==> config.mk <==
export PLATFORM = sky130hd
export DESIGN_NAME = tmr_unit
export DESIGN_NICKNAME = d
export VERILOG_FILES = /design/src/rtl/tmr_pkg.sv /design/src/rtl/tmr_edge_sync.sv /design/src/rtl/tmr_prescaler.sv /design/src/rtl/tmr_count_reg.sv /design/src/rtl/tmr_wdt_base.sv /design/src/rtl/tmr_unit.sv
export SDC_FILE = /design/constraint.sdc
export NUM_CORES = 1
export LEC_CHECK = 0
export BUFFER_PORTS_ARGS = -buffer_cell sky130_fd_sc_hd__buf_2
export CORE_MARGIN = 2
export CORE_UTILIZATION = 30
export DETAILED_ROUTE_END_ITERATION = 8
export GPL_TIMING_DRIVEN = 0
export PLACE_DENSITY_LB_ADDON = 0.12
export SLEW_MARGIN = 40
export SYNTH_ARGS = -nofsm -noshare
export SYNTH_HDL_FRONTEND = slang
export SYNTH_SLANG_ARGS = --single-unit
==> constraint.sdc <==
create_clock -name clk_i -period 3.5 [get_ports clk_i]
set_input_delay 0.875 -clock clk_i [delete_from_list [all_inputs] [get_ports clk_i]]
set_output_delay 0.875 -clock clk_i [all_outputs]
set_load 0.005 [all_outputs]
==> src/rtl/tmr_pkg.sv <==
package tmr_pkg;
  typedef enum logic {SRC_CYCLE = 1'b0, SRC_PIN = 1'b1} tmr_src_e;
  typedef enum logic {OWNER_TMR = 1'b0, OWNER_WDT = 1'b1} psc_owner_e;
endpackage

==> src/rtl/tmr_edge_sync.sv <==
module tmr_edge_sync #(
  parameter int STAGES = 2
) (
  input  logic clk_i,
  input  logic rst_ni,
  input  logic pin_i,
  input  logic fall_sel_i,
  output logic evt_o
);
  logic [STAGES:0] sh_q;

  always_ff @(posedge clk_i or negedge rst_ni) begin
    if (!rst_ni) sh_q <= '0;
    else         sh_q <= {sh_q[STAGES-1:0], pin_i};
  end

  // sh_q[STAGES-1] is the settled level, sh_q[STAGES] the previous one
  always_comb begin
    if (fall_sel_i) evt_o = ~sh_q[STAGES-1] &  sh_q[STAGES];
    else            evt_o =  sh_q[STAGES-1] & ~sh_q[STAGES];
  end
endmodule

==> src/rtl/tmr_prescaler.sv <==
module tmr_prescaler #(
  parameter int W = 8
) (
  input  logic                   clk_i,
  input  logic                   rst_ni,
  input  logic                   clr_i,
  input  logic                   in_i,
  input  logic [$clog2(W+1)-1:0] div_i,
  output logic                   out_o
);
  logic [W-1:0] cnt_q;
  logic [W-1:0] mask;

  always_ff @(posedge clk_i or negedge rst_ni) begin
    if (!rst_ni)    cnt_q <= '0;
    else if (clr_i) cnt_q <= '0;
    else if (in_i)  cnt_q <= cnt_q + 1'b1;
  end

  // div_i == W wraps the shift to zero, giving an all-ones mask
  assign mask  = (W'(1) << div_i) - W'(1);
  assign out_o = in_i & ~clr_i & ((cnt_q & mask) == mask);
endmodule

==> src/rtl/tmr_count_reg.sv <==
module tmr_count_reg #(
  parameter int W   = 8,
  parameter int INH = 2
) (
  input  logic         clk_i,
  input  logic         rst_ni,
  input  logic         wr_i,
  input  logic [W-1:0] wdata_i,
  input  logic         inc_i,
  input  logic         cyc_i,
  input  logic         flag_clr_i,
  output logic [W-1:0] cnt_o,
  output logic         flag_o
);
  localparam int IW = $clog2(INH + 1);

  logic [W-1:0]  cnt_q;
  logic [IW-1:0] inh_q;
  logic          inc_ok;
  logic          flag_q;

  assign inc_ok = inc_i & ~wr_i & (inh_q == '0);

  always_ff @(posedge clk_i or negedge rst_ni) begin
    if (!rst_ni) begin
      cnt_q <= '0;
      inh_q <= '0;
    end else if (wr_i) begin
      cnt_q <= wdata_i;
      inh_q <= IW'(INH);
    end else begin
      if (inc_ok)                  cnt_q <= cnt_q + 1'b1;
      if (cyc_i && inh_q != '0)    inh_q <= inh_q - 1'b1;
    end
  end

  always_ff @(posedge clk_i or negedge rst_ni) begin
    if (!rst_ni)                 flag_q <= 1'b0;
    else if (inc_ok && &cnt_q)   flag_q <= 1'b1;
    else if (flag_clr_i)         flag_q <= 1'b0;
  end

  assign cnt_o  = cnt_q;
  assign flag_o = flag_q;
endmodule

==> src/rtl/tmr_wdt_base.sv <==
module tmr_wdt_base #(
  parameter int W = 8
) (
  input  logic clk_i,
  input  logic rst_ni,
  input  logic tick_i,
  input  logic clr_i,
  input  logic fire_i,
  output logic ovf_o,
  output logic timeout_o
);
  logic [W-1:0] cnt_q;
  logic         to_q;

  always_ff @(posedge clk_i or negedge rst_ni) begin
    if (!rst_ni)     cnt_q <= '0;
    else if (clr_i)  cnt_q <= '0;
    else if (tick_i) cnt_q <= cnt_q + 1'b1;
  end

  assign ovf_o = tick_i & ~clr_i & (&cnt_q);

  always_ff @(posedge clk_i or negedge rst_ni) begin
    if (!rst_ni)     to_q <= 1'b0;
    else if (clr_i)  to_q <= 1'b0;
    else if (fire_i) to_q <= 1'b1;
  end

  assign timeout_o = to_q;
endmodule

==> src/rtl/tmr_unit.sv <==
module tmr_unit
  import tmr_pkg::*;
#(
  parameter int CNT_W   = 8,
  parameter int PSC_W   = 8,
  parameter int WDT_W   = 8,
  parameter int SYNC_W  = 2,
  parameter int INH_CYC = 2
) (
  input  logic                     clk_i,
  input  logic                     rst_ni,
  input  logic                     cyc_en_i,
  input  logic                     ext_pin_i,
  input  logic                     mode_pin_i,
  input  logic                     edge_fall_i,
  input  logic                     psc_wdt_i,
  input  logic [$clog2(PSC_W)-1:0] rate_i,
  input  logic                     wr_cnt_i,
  input  logic [CNT_W-1:0]         wr_data_i,
  input  logic                     flag_clr_i,
  input  logic                     wdt_clr_i,
  input  logic                     wdt_tick_i,
  output logic [CNT_W-1:0]         cnt_o,
  output logic                     ovf_flag_o,
  output logic                     wdt_timeout_o
);
  localparam int DIV_W = $clog2(PSC_W + 1);

  tmr_src_e         src_sel;
  psc_owner_e       owner;
  logic             pin_evt;
  logic             src_evt;
  logic             psc_in, psc_out, psc_clr;
  logic [DIV_W-1:0] div_sel;
  logic             tmr_inc;
  logic             wdt_ovf, wdt_fire;

  assign src_sel = tmr_src_e'(mode_pin_i);
  assign owner   = psc_owner_e'(psc_wdt_i);

  tmr_edge_sync #(.STAGES(SYNC_W)) u_sync (
    .clk_i      (clk_i),
    .rst_ni     (rst_ni),
    .pin_i      (ext_pin_i),
    .fall_sel_i (edge_fall_i),
    .evt_o      (pin_evt)
  );

  assign src_evt = (src_sel == SRC_PIN) ? pin_evt : cyc_en_i;

  // prescaler routing by owner
  always_comb begin
    if (owner == OWNER_WDT) begin
      psc_in   = wdt_ovf;
      div_sel  = DIV_W'(rate_i);
      psc_clr  = wdt_clr_i;
      tmr_inc  = src_evt;
      wdt_fire = psc_out;
    end else begin
      psc_in   = src_evt;
      div_sel  = DIV_W'(rate_i) + DIV_W'(1);
      psc_clr  = wr_cnt_i;
      tmr_inc  = psc_out;
      wdt_fire = wdt_ovf;
    end
  end

  tmr_prescaler #(.W(PSC_W)) u_psc (
    .clk_i  (clk_i),
    .rst_ni (rst_ni),
    .clr_i  (psc_clr),
    .in_i   (psc_in),
    .div_i  (div_sel),
    .out_o  (psc_out)
  );

  tmr_count_reg #(.W(CNT_W), .INH(INH_CYC)) u_cnt (
    .clk_i      (clk_i),
    .rst_ni     (rst_ni),
    .wr_i       (wr_cnt_i),
    .wdata_i    (wr_data_i),
    .inc_i      (tmr_inc),
    .cyc_i      (cyc_en_i),
    .flag_clr_i (flag_clr_i),
    .cnt_o      (cnt_o),
    .flag_o     (ovf_flag_o)
  );

  tmr_wdt_base #(.W(WDT_W)) u_wdt (
    .clk_i     (clk_i),
    .rst_ni    (rst_ni),
    .tick_i    (wdt_tick_i),
    .clr_i     (wdt_clr_i),
    .fire_i    (wdt_fire),
    .ovf_o     (wdt_ovf),
    .timeout_o (wdt_timeout_o)
  );
endmodule

==> out/qor.yml, run 1 <==
status: "complete, no violations"
setup_viol: 0
period_share: 0.9744
crit_chain: "buf_6 > ha_4 > nor2b_2 > mux2_4 > nand2_2 > ha_4 > nand3_1 > o211ai_1 > a2111oi_4 > o41a_1 > buf_6 > or3_1 > a31oi_1"
maxSlewHeadroom: 0.4555
power.leakage_nw: 1.012
drive_gt1_frac: 0.2287
grt_first_pass_wirelength_um: 8010
ys_async_sr_fraction: 1.000
ioPinCount: 32
grt_pass1_vias: 1646
start_kind: "input pin"
skew_ps: 12.91
crit_type: "in -> reg"
wire_per_inst_um: 14.36
fmax_mhz: 293.2
clkTransAtPathRegs_ps: 70
viasPerCell: 5.203
grt_max_degree: 32
cts_tree: "done"
worst_hold_slack_ps: 350.2
ctsHtreeMaxLevel: 2
maxCapViolCount: 0
synth_edf_count: 0
dieArea_um2: 7185
cts_made_buffers: 5
syn_inst: 219
finalNetCount: 285
seq_area_um2: 775.7
detail-route-antenna-nets: 0
drt_iter0_drc: 78
core_um2: 6314
ys_ff_latch: 31
yosysTopAreaCell: "dfrtp_1"
postCtsHoldBufs: 0
io_buffers: 28
hold_viol_final: 0
worst_pin_slew_ps: 806.3
ys.flop_type: "dfrtp_1"
netlist_top_cells_area: "dfrtp_1 (40%), xor2_1 (5.4%), nor2_1 (5.2%)"
min_path_type: "reg -> reg"
syn-num-nets: 247
yosysWarnings: 0
ir_drop_mv: 0.1873
firstDrtPassIters: 4
grt_use_total: 0.1381
clockBufferDepth: 2
end_kind: "flop"
gp_congestion: 0.7986
cts-root-buf: "clkbuf_8"
die_h_um: 84.77
power.density_nw_per_um2: 395.5
synth_cell_types: 50
nFillCells: 681
worstPathArrival_ps: 3610
crit_fanout: 9
final_common_cell: "dfrtp_1"
syn_area_um2: 1957
clkLatencyLatePin_ps: 290
n_antenna_cell: 0
die_x_um: 84.77
multi_input_area_um2: 1146
cp_data_required_time_ps: 3700
synth.top_cell.area_share: 0.3964
vias: 1743
drcViolationCount: 0
overflow: 0
initial_core_util: 0.3099
num_rows: 29
antenna_found_initial: 0
totalPowerFinal_mw: 0.9461
maxSlewViolCount: 0
avgSynthCellArea_um2: 8.936
cts_sinks: 31
final_cell_mix: "dfrtp_1 (31), buf_2 (28), nor2_1 (27)"
fin_crit_ps: 3410
wl_um: 4812
dp_hpwl_um: 3359
syn2layout_area_growth_pct: 22.25
yosysSeqAreaShare: 0.3964
cpPeakStageDelay_ps: 490
cpMaxStageDelayCell: "o41a_1"
flip-flops by register name (all words and copies together), names as in the netlist:
| signal | flops |
|---|---|
| u_wdt.cnt_q | 8 |
| u_cnt.cnt_o | 8 |
| u_psc.cnt_q | 8 |
| u_cnt.inh_q | 2 |
| u_sync.sh_q | 3 |
| u_wdt.timeout_o | 1 |
| u_cnt.flag_o | 1 |
cell families after synthesis:
group | after synthesis | share of synthesized area
flops | 31 | 0.3964
mux | 7 | 0.04028
compound gates | 41 | 0.1451
simple gates | 100 | 0.2615
xor+xnor | 16 | 0.07161
buf+inv | 18 | 0.04667
fa+ha+maj | 6 | 0.03836
path summary, 6_finish.rpt:
path / from / to / slack (ps) / depth (start not counted)
max reg2reg: u_sync.sh_q[2]$_DFF_PN0_ / u_cnt.cnt_o[7]$_DFFE_PN0P_ / 800 / 7
max: rate_i[1] / u_cnt.cnt_o[7]$_DFFE_PN0P_ / 90 / 13
min in group asynchronous: rst_ni / u_cnt.inh_q[0]$_DFFE_PN0P_ / 630 / 1
min: u_sync.sh_q[0]$_DFF_PN0_ / u_sync.sh_q[1]$_DFF_PN0_ / 350 / 0
max in group asynchronous: rst_ni / u_psc.cnt_q[6]$_DFFE_PN0P_ / 2390 / 1
min reg2reg: u_sync.sh_q[0]$_DFF_PN0_ / u_sync.sh_q[1]$_DFF_PN0_ / 350 / 0
stage by stage:
step	std cells	worst slack [ps]	utilization	area (um^2)	setup TNS, ps
2_1_floorplan	219	93.63	-	1957	0
3_3_place_gp	324	-443.4	0.3474	2193	-2925
3_5_place_dp	324	-423.5	0.3474	2193	-2741
4_1_cts	332	21.36	0.3672	2318	0
5_1_grt	335	-15.48	0.3789	2392	-15.48
6_report	335	89.59	0.3789	2392	0
metal layers:
metal / global-route usage / up-vias / part of all wire / wire length (um)
li1: - / 866 / - / -
met1: 0.1901 / 836 / 0.48 / 2323
met2: 0.2162 / 37 / 0.46 / 2232
met3: 0.03147 / 4 / 0.043 / 209
met4: 0.04329 / 0 / 0.0096 / 46
met5: 0 / - / 0 / 0
cells in the mapped netlist, types with 3 or more instances:
cell      instances
nand2_1          15
mux2i_1           3
nand4_1           8
nand3_1          13
mux2_2            3
dfrtp_1          31
nor3_1            9
nor2_1           27
a22oi_1           3
clkbuf_1          5
nand2b_1          3
xnor2_1           4
xor2_1           12
or3_1             6
o21ai_0          13
inv_1             8
nor2b_1           6
ha_1              6
buf_6             3
and3_1            3
o211ai_1          3
a31oi_1           5
worst max-delay path, delay by kind of cell:
family | cells | cell delay (ps)
AO/OA/AOI/OAI | 4 | 1130
adder cells (fa/ha/maj) | 2 | 330
buffers and inverters | 2 | 280
multiplexers | 1 | 330
AND/OR/NAND/NOR | 4 | 650
layout make-up:
type,count,area share
timing repair buffer,31,0.07061
multi-input combinational,170,0.4791
tap,77,0.04027
sequential,31,0.3243
buffer,9,0.02458
clock buffer,5,0.02877
clock inverter,3,0.01831
inverter,9,0.01412
power breakdown:
group / switching (mW) / internal (mW)
logic: 0.101 / 0.0847
clock network: 0.146 / 0.212
registers: 0.0234 / 0.379
total: 0.271 / 0.675
timing repair:
action	in CTS	in global routing
setup endpoints to repair	4	4
gates cloned	0	0
setup buffers	0	3
gates resized for setup	2	14
pin swaps	1	5
Power figures use the tool's default switching activity.
==> run 2, diff against run 1 <==
Settings changed: ABC_AREA set to 1, CORE_UTILIZATION 30 to 51.
Clock period 3.5 ns to 2.8 ns, I/O delays scaled along.
==> run 2 against run 1 <==
Combinational power increased by 24%. Die area shrank 39%. First-iteration DRC count up 14%. Critical endpoint is now u_cnt.cnt_o[5]$_DFFE_PN0P_.
==> out/qor.yml, run 2 <==
ioPinCount: 32  # unchanged
vias: 1808  # +3.7%
dpl_cell_area_um2: 2192  # about the same
p_comb_frac: 0.210  # +0.013
clkLatencyLatePin_ps: 280  # about the same
syn2layout_area_growth_pct: 15.24
place_ws_ps: -109.6  # +313.9 ps
nFillCells: 380  # -44%
synth_top_family_by_area: "simple AND/OR/NAND/NOR gates"
cts_made_buffers: 5  # unchanged
power.leakage_nw: 1.106  # +9.3%
syn_area_um2: 1987  # +1.5%
maxCapViolCount: 0  # unchanged
core_um2: 3716  # -41%
final_area_um2: 2290  # -4.3%
n_antenna_cell: 0  # unchanged
rsz0062_at_grt: "false"
grt_max_degree: 32  # unchanged
hold_viol_final: 0  # unchanged
ir_drop_mv: 0.3774  # +100%
synthXorXnorAreaFrac: 0.03086  # -0.04075
worst_pin_slew_ps: 694.4  # -111.9 ps
ys_ff_latch: 31  # unchanged
grt_first_pass_wirelength_um: 7472  # -6.7%
yosys.area_share.simple: 0.3476  # +0.08610
io_buffers: 29  # +3.6%
clkTransAtPathRegs_ps: 60  # about the same
dieArea_um2: 4411  # -39%
yosysSeqAreaShare: 0.3904  # -0.005991
final_cell_mix: "nand2_1 (60), inv_1 (33), buf_2 (31), dfrtp_1 (31), nand3_1 (22)"
yosysWarnings: 0  # unchanged
ys.flop_type: "dfrtp_1"
antenna_found_initial: 0  # unchanged
synth_cell_types: 33  # -34%
yosysTopAreaCell: "dfrtp_1"
p_int_mw: 0.7651  # +13%
clockBufferDepth: 2  # unchanged
instances_no_fill: 350  # +4.5%
period_share: 0.9297
die_h_um: 66.42  # -22%
fin_ws_ps: 196.9  # +107.3 ps
end_kind: "flop"
final_common_cell: "nand2_1"
num_rows: 22  # -24%
synthMuxAreaShare: 0  # -0.04028
maxSlewViolCount: 0  # unchanged
worstPathArrival_ps: 2820  # -790 ps
fin_crit_ps: 2603
cts-root-buf: "clkbuf_8"
drive_gt1_frac: 0.2252  # -0.003517
finalNetCount: 330  # +16%
start_kind: "input pin"
viasPerCell: 5.166  # -0.72%
gp_congestion: 0.8059  # +0.91%
crit_fanout: 10  # +1
synth.top_cell.area_share: 0.3904  # -0.005991
wl_um: 4159  # -14%
cp_data_required_time_ps: 3010  # -690 ps
maxSlewHeadroom: 0.5371  # +0.08164
pwr-share-seq: 0.465  # +0.040
cts_setup_buffers: 0  # unchanged
grt_use_total: 0.2216  # +0.08347
wire_per_inst_um: 11.88  # -17%
crit_type: "in -> reg"
netlist_top_cells_area: "dfrtp_1 (39%), nand2_1 (11%), inv_1 (6.2%)"
avgSynthCellArea_um2: 7.470  # -16%
status: "complete, no violations"
detail-route-antenna-nets: 0  # unchanged
yosysMostFrequentCell: "nand2_1"
place_inst: 343  # +5.9%
syn-num-nets: 294  # +19%
fin_util: 0.6162  # +0.2372
drt_iter0_drc: 89  # +14%
finalSetupTns_ps: 0  # unchanged
clkPwrFrac: 0.325  # -0.053
worst_hold_slack_ps: 349.2  # -0.9910 ps
p_sw_mw: 0.3347  # +24%
dp_hpwl_um: 3045  # -9.3%
ctsHtreeMaxLevel: 2  # unchanged
power.density_nw_per_um2: 480.3  # +21%
drcViolationCount: 0  # unchanged
skew_ps: 8.221  # -4.691 ps
firstDrtPassIters: 4  # unchanged
synth_common_cells: "nand2_1 (60), inv_1 (33), dfrtp_1 (31), nand3_1 (22), nor2_1 (18)"
synth_edf_count: 0  # unchanged
totalPowerFinal_mw: 1.100  # +16%
fmax_mhz: 384.2
swShare: 0.3044  # +0.01801
synth-compound-area-share: 0.1134  # -0.03179
cts_tree: "done"
synthAdderAreaFrac: 0.03778  # -0.0005798
ys_async_sr_fraction: 1.000  # unchanged
setup_viol: 0  # unchanged
die_x_um: 66.42  # -22%
initial_core_util: 0.5347  # +0.2247
cts_sinks: 31  # unchanged
syn_inst: 266  # +21%
grt_pass1_vias: 1776  # +7.9%
min_path_type: "reg -> reg"
overflow: 0  # unchanged
==> run 2: power groups by stage <==
stage               logic, mW  registers (mW)  clock network [mW]
CTS                     0.232           0.511               0.367
global route            0.272           0.516               0.391
floorplan               0.155           0.515                   0
global placement        0.225           0.518                   0
finish                  0.231           0.511               0.357
detailed placement      0.231           0.519                   0
==> run 2: worst max-delay path: stages <==
cell	delay, ps
buf_2	120
ha_1	300
nand2_2	80
nand2_2	90
nor2_2	130
nand2_2	70
ha_1	260
or2_2	90
nand2_1	40
a21oi_1	100
nand2_1	70
nor2_2	90
nand3_2	100
o21ai_4	170
nand2_4	130
nand2_4	150
nand2_1	60
nand2_1	50
==> run 2: area by class of cell <==
| cell class | count | area, um^2 | area share |
|---|---|---|---|
| clock inverters | 1 | 5.005 | 0.002186 |
| repair buffers | 29 | 145.1 | 0.06339 |
| well taps | 48 | 60.06 | 0.02623 |
| clock buffers | 6 | 82.58 | 0.03607 |
| multi-input cells | 194 | 1062 | 0.4639 |
| inverters | 37 | 141.4 | 0.06175 |
| plain buffers | 4 | 17.52 | 0.007650 |
| flip-flops and latches | 31 | 775.7 | 0.3388 |
==> run 2: cell families after synthesis <==
family | after synthesis
and+or+nand+nor | 142
adders and majority gates | 6
buffers and inverters | 41
DFF | 31
xor gates and xnor gates | 7
AOI/OAI and AO/OA | 39
==> run 2: routing by layer <==
metal / wire (um) / up-vias / part of all wire / global-route usage
met5: 0 / - / 0 / 0
met2: 2004 / 39 / 0.48 / 0.3863
li1: - / 941 / - / -
met4: 63 / 0 / 0.015 / 0.06378
met1: 1938 / 821 / 0.47 / 0.2706
met3: 152 / 7 / 0.037 / 0.05281
==> run 2: path summary, 6_finish.rpt <==
check	from	end	cells after the start	slack, ps
setup / recovery	rate_i[0]	u_cnt.cnt_o[5]$_DFFE_PN0P_	18	200
hold / removal	u_sync.sh_q[0]$_DFF_PN0_	u_sync.sh_q[1]$_DFF_PN0_	0	350
setup reg to reg	u_wdt.cnt_q[0]$_DFFE_PN0P_	u_cnt.cnt_o[5]$_DFFE_PN0P_	11	740
hold reg to reg	u_sync.sh_q[0]$_DFF_PN0_	u_sync.sh_q[1]$_DFF_PN0_	0	350
max in group asynchronous	rst_ni	u_cnt.flag_o$_DFFE_PN0P_	1	1880
min in group asynchronous	rst_ni	u_wdt.cnt_q[1]$_DFFE_PN0P_	1	460
==> run 2: what timing repair did <==
action	in CTS	in global routing
hold buffers	0	0
resized for setup	0	2
setup endpoints to repair	0	5
